`src/rtl/mau_pkg.sv`:
```
package mau_pkg;

  localparam int OPC_W = 6;

  localparam logic [OPC_W-1:0] OPC_LD_WORD  = 6'd35;
  localparam logic [OPC_W-1:0] OPC_LD_BYTE  = 6'd32;
  localparam logic [OPC_W-1:0] OPC_LD_UBYTE = 6'd36;
  localparam logic [OPC_W-1:0] OPC_ST_BYTE  = 6'd40;
  localparam logic [OPC_W-1:0] OPC_ST_WORD  = 6'd43;

  typedef enum logic [1:0] {
    SZ_NONE = 2'd0,
    SZ_WORD = 2'd1,
    SZ_BYTE = 2'd2
  } acc_size_e;

  typedef struct packed {
    logic      known;
    logic      is_load;
    logic      sign_ext;
    acc_size_e size;
  } op_info_t;

  function automatic op_info_t decode_op(input logic [OPC_W-1:0] op);
    op_info_t d;
    d = '{known: 1'b0, is_load: 1'b0, sign_ext: 1'b0, size: SZ_NONE};
    case (op)
      OPC_LD_WORD:  d = '{known: 1'b1, is_load: 1'b1, sign_ext: 1'b0, size: SZ_WORD};
      OPC_LD_BYTE:  d = '{known: 1'b1, is_load: 1'b1, sign_ext: 1'b1, size: SZ_BYTE};
      OPC_LD_UBYTE: d = '{known: 1'b1, is_load: 1'b1, sign_ext: 1'b0, size: SZ_BYTE};
      OPC_ST_WORD:  d = '{known: 1'b1, is_load: 1'b0, sign_ext: 1'b0, size: SZ_WORD};
      OPC_ST_BYTE:  d = '{known: 1'b1, is_load: 1'b0, sign_ext: 1'b0, size: SZ_BYTE};
      default:      d = '{known: 1'b0, is_load: 1'b0, sign_ext: 1'b0, size: SZ_NONE};
    endcase
    return d;
  endfunction

  // Widen a displacement to address width by copying its top bit.
  function automatic logic [31:0] widen_signed16(input logic [15:0] v);
    return {{16{v[15]}}, v};
  endfunction

endpackage

```
`src/rtl/mau_addr_gen.sv`:
```
module mau_addr_gen #(
  parameter int ADDR_W    = 32,
  parameter int OFS_W     = 16,
  parameter int LANE_BITS = 2
) (
  input  logic [ADDR_W-1:0]           base_val,
  input  logic [OFS_W-1:0]            offset,
  output logic [ADDR_W-LANE_BITS-1:0] word_addr,
  output logic [LANE_BITS-1:0]        lane
);
  localparam int EXT_W = ADDR_W - OFS_W;

  logic [ADDR_W-1:0] disp;
  logic [ADDR_W-1:0] eff_addr;

  assign disp      = {{EXT_W{offset[OFS_W-1]}}, offset};
  assign eff_addr  = base_val + disp;
  assign word_addr = eff_addr[ADDR_W-1:LANE_BITS];
  assign lane      = eff_addr[LANE_BITS-1:0];
endmodule

```
`src/rtl/mau_store_lanes.sv`:
```
module mau_store_lanes #(
  parameter int DATA_W    = 32,
  parameter int LANE_BITS = 2
) (
  input  logic                 enable,
  input  logic                 whole_word,
  input  logic [LANE_BITS-1:0] lane,
  input  logic [DATA_W-1:0]    store_val,
  output logic [DATA_W/8-1:0]  we,
  output logic [DATA_W-1:0]    wdata
);
  localparam int LANES = DATA_W / 8;

  for (genvar gi = 0; gi < LANES; gi++) begin : g_lane
    assign we[gi] = enable && (whole_word || (lane == LANE_BITS'(gi)));
    assign wdata[8*gi +: 8] = whole_word ? store_val[8*gi +: 8] : store_val[7:0];
  end
endmodule

```
`src/rtl/mau_load_extract.sv`:
```
module mau_load_extract #(
  parameter int DATA_W    = 32,
  parameter int LANE_BITS = 2
) (
  input  logic [DATA_W-1:0]    rdata,
  input  logic [LANE_BITS-1:0] lane,
  input  logic                 is_byte,
  input  logic                 sign_ext,
  output logic [DATA_W-1:0]    result
);
  localparam int LANES = DATA_W / 8;

  logic [7:0] lane_bytes [LANES];
  logic [7:0] picked;

  for (genvar gi = 0; gi < LANES; gi++) begin : g_split
    assign lane_bytes[gi] = rdata[8*gi +: 8];
  end

  always_comb begin
    picked = lane_bytes[lane];
    if (is_byte) begin
      result = {{(DATA_W-8){sign_ext & picked[7]}}, picked};
    end else begin
      result = rdata;
    end
  end
endmodule

```
`src/rtl/mem_access_unit.sv`:
```
module mem_access_unit #(
  parameter int ADDR_W    = 32,
  parameter int DATA_W    = 32,
  parameter int OFS_W     = 16,
  parameter int REG_IDX_W = 5,
  localparam int LANES     = DATA_W / 8,
  localparam int LANE_BITS = $clog2(LANES)
) (
  input  logic                           clk,
  input  logic                           rst_n,
  input  logic                           req_valid,
  input  logic [mau_pkg::OPC_W-1:0]      opcode,
  input  logic [ADDR_W-1:0]              base_val,
  input  logic [OFS_W-1:0]               offset,
  input  logic [DATA_W-1:0]              store_val,
  input  logic [REG_IDX_W-1:0]           dest_idx,
  input  logic [DATA_W-1:0]              mem_rdata,
  output logic                           mem_req,
  output logic [ADDR_W-LANE_BITS-1:0]    mem_addr,
  output logic [LANES-1:0]               mem_we,
  output logic [DATA_W-1:0]              mem_wdata,
  output logic                           align_err,
  output logic                           ld_valid,
  output logic [DATA_W-1:0]              ld_data,
  output logic [REG_IDX_W-1:0]           ld_dest
);
  import mau_pkg::*;

  // Named internal events, visible to the bound checker.
  op_info_t               dec_info;
  logic [LANE_BITS-1:0]   req_lane;
  logic                   word_misaligned;
  logic                   access_go;
  logic                   ld_is_byte;
  logic                   ld_is_signed;

  logic                   pend_valid;
  logic [LANE_BITS-1:0]   pend_lane;
  logic [REG_IDX_W-1:0]   pend_dest;

  assign dec_info = decode_op(opcode);

  mau_addr_gen #(
    .ADDR_W(ADDR_W), .OFS_W(OFS_W), .LANE_BITS(LANE_BITS)
  ) u_addr (
    .base_val (base_val),
    .offset   (offset),
    .word_addr(mem_addr),
    .lane     (req_lane)
  );

  assign word_misaligned = (dec_info.size == SZ_WORD) && (req_lane != '0);
  assign access_go       = req_valid && dec_info.known && !word_misaligned;
  assign align_err       = req_valid && dec_info.known && word_misaligned;
  assign mem_req         = access_go;

  mau_store_lanes #(
    .DATA_W(DATA_W), .LANE_BITS(LANE_BITS)
  ) u_store (
    .enable    (access_go && !dec_info.is_load),
    .whole_word(dec_info.size == SZ_WORD),
    .lane      (req_lane),
    .store_val (store_val),
    .we        (mem_we),
    .wdata     (mem_wdata)
  );

  // One outstanding load: remember how to shape the returning word.
  always_ff @(posedge clk or negedge rst_n) begin
    if (!rst_n) begin
      pend_valid   <= 1'b0;
      pend_lane    <= '0;
      pend_dest    <= '0;
      ld_is_byte   <= 1'b0;
      ld_is_signed <= 1'b0;
    end else begin
      pend_valid <= access_go && dec_info.is_load;
      if (access_go && dec_info.is_load) begin
        pend_lane    <= req_lane;
        pend_dest    <= dest_idx;
        ld_is_byte   <= (dec_info.size == SZ_BYTE);
        ld_is_signed <= dec_info.sign_ext;
      end
    end
  end

  mau_load_extract #(
    .DATA_W(DATA_W), .LANE_BITS(LANE_BITS)
  ) u_load (
    .rdata   (mem_rdata),
    .lane    (pend_lane),
    .is_byte (ld_is_byte),
    .sign_ext(ld_is_signed),
    .result  (ld_data)
  );

  assign ld_valid = pend_valid;
  assign ld_dest  = pend_dest;
endmodule

```
`config.mk`:
```
export PLATFORM = sky130hd
export DESIGN_NAME = mem_access_unit
export DESIGN_NICKNAME = d
export VERILOG_FILES = /design/src/rtl/mau_pkg.sv /design/src/rtl/mau_addr_gen.sv /design/src/rtl/mau_store_lanes.sv /design/src/rtl/mau_load_extract.sv /design/src/rtl/mem_access_unit.sv
export SDC_FILE = /design/constraint.sdc
export NUM_CORES = 1
export LEC_CHECK = 0
export ABC_AREA = 1
export BUFFER_PORTS_ARGS = -buffer_cell sky130_fd_sc_hd__buf_4
export CAP_MARGIN = 30
export CORE_ASPECT_RATIO = 1.25
export CORE_UTILIZATION = 45
export DETAILED_ROUTE_END_ITERATION = 10
export PLACE_DENSITY_LB_ADDON = 0.25
export REMOVE_ABC_BUFFERS = 1
export SLEW_MARGIN = 20
export SYNTH_ARGS = -nofsm -noshare
export SYNTH_HDL_FRONTEND = slang
export SYNTH_SLANG_ARGS = --single-unit
```
`constraint.sdc`:
```
create_clock -name clk -period 1.9 [get_ports clk]
set_input_delay 0.285 -clock clk [delete_from_list [all_inputs] [get_ports clk]]
set_output_delay 0.285 -clock clk [all_outputs]
set_load 0.005 [all_outputs]
```
==> results.md, run 1 <==
- Status: did not finish
- Failed at: 5_1_grt
- Error: [ERROR GRT-0232] Routing congestion too high. Check the congestion heatmap in the GUI.
- Row Count: 36
- Number of distinct library cells after synthesis: 30
- Area leader, netlist: nand2_1
- Starting density of the core: 46.6%
- Overflow after GRT: 6
- Post-synth ARST share: 100%
- Final HPWL DP: 11700 um
- Mapped Area: 3650 um^2
- Synth Register Bits: 10
- Yosys top cell area share: 34.9%
- Cells after Synth: 747
- DP Cell Count: 1113
- EDFF count, synth: 0
- Pin count of the biggest net entering global routing: 28
- I/O Buffers: 231
- GR repair worst EP: mem_addr[16]
- Register area share after synthesis: 6.86%
- Die height: 103 um
- Root buf cell: clkbuf_8
- Yosys warning total: 0
- H-tree Lvls: 1
- RD Place Congestion: 0.975
- Max Buffers Root-to-Sink: 2
- Chip width: 82.6 um
- Worst ep type: top-level output
- I/O pin count: 232
- Clock buffer count from CTS: 3
- Clock sinks: 10
- Syn_area_per_cell: 4.89 um^2
- GRT Total Usage: 74.5%
- Most used DFF post-synth: dfrtp_1
- Synth top area cells: nand2_1, inv_1, ha_1
## stage by stage
stage / cell area [um^2] / util, % / setup slack (ps)
CTS: 6570 / 83.8 / -38.8
detailed placement: 5840 / 74.5 / -263
global placement: 5840 / 74.5 / -255
floorplan: 3530 / - / 46.2
## cell families after synthesis
| group | Yosys count | synth area share [%] |
|---|---|---|
| simple gates | 437 | 47.3 |
| flops | 10 | 6.86 |
| fa+ha+maj | 32 | 11.2 |
| compound gates | 83 | 12.2 |
| buf+inv | 170 | 18.8 |
| xor+xnor | 15 | 3.60 |
## per-layer routing
metal / global-route usage [%] / overflow
met1: 72.6 / 0
met2: 91.3 / 0
met3: 60.6 / 1
met4: 76.8 / 5
met5: 21.3 / 0
## synthesized netlist by cell type (all sizes together) (4+ instances only)
master	instances
buf	14
nor3	5
o21ai	42
nor2	55
inv	151
dfrtp	10
a21oi	36
xor2	12
ha	31
clkbuf	5
nand4	4
nand3	30
nand2	342
## repair_timing
action,4_1_cts
endpoints found under the hold margin,10
setup buffers,2
hold buffers,1
pin swaps,26
gates resized for setup,117
endpoints found under the setup margin,57
==> inputs of run 2 (changes only) <==
CORE_ASPECT_RATIO = default   (was 1.25)
CORE_UTILIZATION = 35   (was 45)
PLACE_DENSITY_LB_ADDON = 0.15   (was 0.25)
==> results.md, run 2 <==
- Final wirelength: 16400 um
- Clk_lat worst skew: 230 ps
- Worst vdd ir: 191 uV
- Hold Slack: 255 ps
- Row Count: 36
- Die height: 104 um
- Startpoint Class: input port
- Yosys top cell area share: 34.9%
- Most used DFF post-synth: dfrtp_1
- Synth top area cells: nand2_1, inv_1, ha_1
- Failing checks: setup timing
- GR Util met2: 48.0%
- Syn_area_per_cell: 4.89 um^2
- Synth Register Bits: 10
- Vias/cell: 4.80
- Critical path fanouts, max: 3
- Post-synth ARST share: 100%
- Vias after detailed routing: 5618
- Pre-CTS setup slack: -284 ps
- RSZ-0062 raised after global routing: yes
- Most frequent cell after synthesis: nand2_1
- WS Path Type: in2out
- Cells after Synth: 747
- Period Utilization, post-route: 105%
- Slew HR: 79.5%
- Worst-Margin Slew: 307 ps
- Critical Path RT: 1620 ps
- H-tree Lvls: 1
- Final WS setup: -95.2 ps
- Die Area: 10800 um^2
- Max Cap Violations: 0
- Yosys warning total: 0
- Global Route met1 Usage: 32.5%
- Dpl cell area: 5900 um^2
- I/O pin count: 232
- Overflow after GRT: 0
- Status: finished with violations
- GRT Total Usage: 26.8%
- GR peak layer: met2
- Worst setup EP type: output pin
- Register area share after synthesis: 6.86%
- Clock buffer count from CTS: 3
- Clk slew on worst S/H paths: 40 ps
- Nets@finish: 1198
- Commonest non-fill, non-tap cells in the layout: buf_4, nand2_1, inv_1, nand2_2, ha_4
- Number of distinct library cells after synthesis: 30
- Post-route ant nets: 0
- EDFF count, synth: 0
- Vias in the first global route: 5145
- CTS tree: done
- DR WL/cell: 14.0 um
- DR iter-0 viols: 328
- Final Power: 2.51 mW
- Final Non-Filler Cells: 1171
- Starting density of the core: 36.7%
- Static leakage: 4.17 nW
- Power Density: 350 nW/um^2
- Area Growth Syn to Fin: 96.3%
- Initial antenna violation count: 0
- Worst EP arrival: 1710 ps
- Fillers: 833
- GR Util met3: 3.95%
- DRC: 0
- Setup violators final: 26
- Max Buffers Root-to-Sink: 2
- Mapped Area: 3650 um^2
- Clock sinks: 10
- Commonest non-fill, non-tap cell in the layout: buf_4
- Min Tclk post-route: 2000 ps
- Chip width: 104 um
- Fmax: 0.501 GHz
- ANT cells: 0
- Share of layout cells above drive strength 1: 49.0%
- Hold Path Class: in2reg
- Placeable Area: 9950 um^2
- First-pass GRT wire length: 24100 um
- Pin count of the biggest net entering global routing: 25
- I/O Buffers: 231
- Final slew viol count: 0
- Root buf cell: clkbuf_8
- Final HPWL DP: 11800 um
- Top post-synthesis cells by count: nand2_1, inv_1, nor2_1, o21ai_0, a21oi_1
- Max reg flops: 5
- Area leader, netlist: nand2_1
- Drt pass-1 iters: 5
- DP Cell Count: 1153
- Clk_skew: 0 ps
- Design Area, Final: 7160 um^2
- Final Hold Fails: 0
- RD Place Congestion: 0.918
## run 2: logic make-up (layout without fill, tap and decap cells)
logic type / count (synthesis) / in the layout / synth area share (%)
buffers and inverters: 170 / 459 / 18.8
AO/OA/AOI/OAI: 83 / 83 / 12.2
flip-flops: 10 / 10 / 6.86
AND/OR/NAND/NOR: 437 / 439 / 47.3
XOR/XNOR: 15 / 15 / 3.60
adder cells (fa/ha/maj): 32 / 32 / 11.2
## run 2: per-layer routing
metal | vias to the layer above | wire, um
li1 | 2834 | -
met1 | 2520 | 6680
met2 | 215 | 8120
met3 | 49 | 1030
met4 | 0 | 535
met5 | - | 0
## run 2: report_power, final
| part | switching [mW] | total [mW] | internal [mW] |
|---|---|---|---|
| Sequential | 0.00760 | 0.231 | 0.223 |
| Combinational | 1.01 | 2.06 | 1.06 |
| Clock | 0.0783 | 0.217 | 0.138 |
| Total | 1.09 | 2.51 | 1.42 |
## run 2: cell type report
class                      count  area (um^2)  share of cell area (%)
sequential                    10          250                    3.49
timing repair buffer         305         2420                    33.7
multi-input combinational    569         3720                    52.0
clock buffer                   3         41.3                   0.576
tap                          133          166                    2.32
inverter                     151          567                    7.91
## run 2: path summary, 6_finish.rpt
kind / startpoint / to / slack [ps] / cells after the start
max: base_val[0] / mem_addr[16] / -100 / 14
max in group asynchronous: rst_n / ld_dest[1] / 1260 / 2
min in group asynchronous: rst_n / ld_is_byte / 490 / 2
min: dest_idx[1] / ld_dest[1] / 250 / 3
min reg2reg: ld_dest[1] / ld_dest[1] / 470 / 2
max reg2reg: ld_is_byte / ld_is_byte / 1060 / 3
## run 2: critical path: stages
cell and delay [ps]:
buf_6 80, ha_4 130, inv_2 30, fa_2 360, inv_2 100, buf_4 110
buf_6 80, nand3_4 70, nand3_4 120, nand2_2 70, nand3_2 60, nand2_2 50
nand2_1 50, buf_4 100
## run 2: stage by stage
step	TNS, ps	utilization [%]
CTS	-354	65.7
global placement	-4490	59.3
global route	-3480	72.0
detailed placement	-5080	59.3
floorplan	0	-
finish	-815	72.0
## run 2: repair_timing
item,4_1_cts,5_1_grt
pin swaps,22,65
hold buffers,1,0
setup endpoints to repair,49,62
cloned,0,3
buffers inserted,4,7
resized for setup,98,166
hold endpoints to repair,10,0
No activity file was read; power rests on OpenSTA's default activity.
==> inputs of run 3 (changes only) <==
ABC_AREA = default   (was 1)
CORE_MARGIN = 5   (was default)
==> results.md, run 3 <==
- Status: finished with violations
- Failing checks: setup timing
- Most frequent cell after synthesis: nand2_1
- Max reg flops: 5
- Design Area, Final: 6680 um^2
- Drt pass-1 iters: 4
- Clk slew on worst S/H paths: 50 ps
- RSZ-0062 raised after global routing: yes
- Critical path fanouts, max: 4
- DR iter-0 viols: 191
- Setup violators final: 67
- Fmax: 0.374 GHz
- Post-synth ARST share: 100%
- GR peak layer: met2
- Total Neg Setup Slack: -17550 ps
- GR Util met2: 48.5%
- Max Cap Violations: 0
- Worst setup EP type: output pin
- Clock sinks: 10
- Power Density: 379 nW/um^2
- DRC: 0
- Dpl cell area: 5720 um^2
- Static leakage: 3.46 nW
- Number of distinct library cells after synthesis: 65
- Critical Path RT: 1620 ps
- Final slew viol count: 0
- Global Route met1 Usage: 26.8%
- Clock buffer count from CTS: 3
- Top post-synthesis cells by count: nand2_1, nor2_1, o21ai_0, a21oi_1, inv_1
- CTS tree: done
- Vias in the first global route: 4728
- Yosys warning total: 0
- EDFF count, synth: 0
- H-tree Lvls: 1
- Final Hold Fails: 0
- Die height: 105 um
- Clk_lat worst skew: 240 ps
- Clk_skew: 0 ps
- Final HPWL DP: 12200 um
- GRT Total Usage: 24.5%
- Area Growth Syn to Fin: 110%
- Slew HR: 62.9%
- Period Utilization, post-route: 141%
- Vias after detailed routing: 4856
- Die Area: 11100 um^2
- Worst-Margin Slew: 552 ps
- ANT cells: 0
- GR Util met3: 3.42%
- Overflow after GRT: 0
- Mapped Area: 3180 um^2
- Worst EP arrival: 2390 ps
- Initial antenna violation count: 0
- Final WS setup: -776 ps
- Commonest non-fill, non-tap cell in the layout: buf_4
- Pin count of the biggest net entering global routing: 30
- Syn_area_per_cell: 6.58 um^2
- Synth Register Bits: 10
- Chip width: 105 um
- Vias/cell: 5.22
- Startpoint Class: input port
- Share of layout cells above drive strength 1: 58.2%
- RD Place Congestion: 0.847
- Commonest non-fill, non-tap cells in the layout: buf_4, nand2_1, nor2_1, inv_1, a21oi_1
- DR WL/cell: 17.1 um
- Register area share after synthesis: 7.87%
- Final wirelength: 15900 um
- First-pass GRT wire length: 22800 um
- Layout Utilization: 75.9%
- Most used DFF post-synth: dfrtp_1
- Area leader, netlist: ha_1
- Worst vdd ir: 252 uV
- Nets@finish: 981
- Placeable Area: 8810 um^2
- WS Path Type: in2out
- Synth top area cells: ha_1, nand2_1, dfrtp_1
- Max Buffers Root-to-Sink: 2
- Post-route ant nets: 0
- I/O Buffers: 231
- Starting density of the core: 36.1%
- Row Count: 34
- Cells after Synth: 483
- Fillers: 656
- Min Tclk post-route: 2680 ps
- Yosys top cell area share: 12.2%
- Hold Path Class: in2reg
- Root buf cell: clkbuf_8
- I/O pin count: 232
## run 3: cell types whose count changed in the layout (fill, tap and decap cells not counted), sizes merged, moves of 7 or more
cell	change
a21o	+10
a31oi	+10
buf	+60
inv	-116
mux2	+7
nand2	-261
nand2b	+8
nand3	-21
o22ai	+9
xnor2	+18
## run 3: critical path, cell delays in order
cell,delay (ps)
buf_8,70
ha_4,130
inv_2,40
fa_2,360
nor2b_4,140
o2111ai_2,150
a21boi_2,260
a2111oi_4,120
buf_6,160
o31ai_4,220
a21oi_2,80
xnor2_1,210
buf_4,150
## run 3: worst paths after layout
| kind | slack (ps) | from | cells past startpoint | to |
|---|---|---|---|---|
| max reg2reg | 960 | pend_lane[0] | 2 | pend_lane[0] |
| max in group asynchronous | 1330 | rst_n | 2 | ld_is_byte |
| min reg2reg | 520 | ld_dest[1] | 1 | ld_dest[1] |
| max | -780 | base_val[0] | 13 | mem_addr[28] |
| min in group asynchronous | 400 | rst_n | 2 | ld_dest[0] |
| min | 280 | dest_idx[1] | 2 | ld_dest[1] |
## run 3: through the flow
step                      instances  setup WS (ps)  total power, mW  hold WS, ps
final                           930           -776             2.53          275
after global routing            930           -831             2.71          274
after CTS                       918           -802             2.36          271
after detailed placement        901           -961             1.94          125
after global placement          901           -947             1.91          120
after floorplan                 451           -525            0.946        -10.6
## run 3: what timing repair did
item,CTS,global route
gates resized for setup,84,70
pin swaps,28,34
hold buffers,1,0
endpoints found under the hold margin,10,0
gates cloned,1,3
setup endpoints to repair,65,75
buffers inserted,13,15
## run 3: cell families after synthesis
kind of cell / share of synthesized area, %
simple gates: 26.0
compound gates: 31.2
buf+inv: 10.0
fa+ha+maj: 12.8
xor+xnor: 8.26
mux: 3.82
flops: 7.87
## run 3: where the power goes
part           leakage, nW  total, mW  switching, mW  internal [mW]
Clock               0.0288      0.279         0.0956          0.183
Sequential           0.137      0.226        0.00565          0.220
Combinational         3.30       2.02          0.877           1.15
## run 3: layout make-up
type / count / area [um^2] / area share, %
timing repair buffer: 367 / 2940 / 43.9
inverter: 35 / 131 / 1.97
clock buffer: 4 / 55.1 / 0.824
multi-input combinational: 406 / 3170 / 47.5
sequential: 10 / 251 / 3.76
tap: 108 / 135 / 2.02
## run 3: routing by layer
layer  share of wire, %  routed length, um
met4                3.2                510
met3                6.0                963
met1                 37               5930
met5                  0                  0
met2                 54               8540
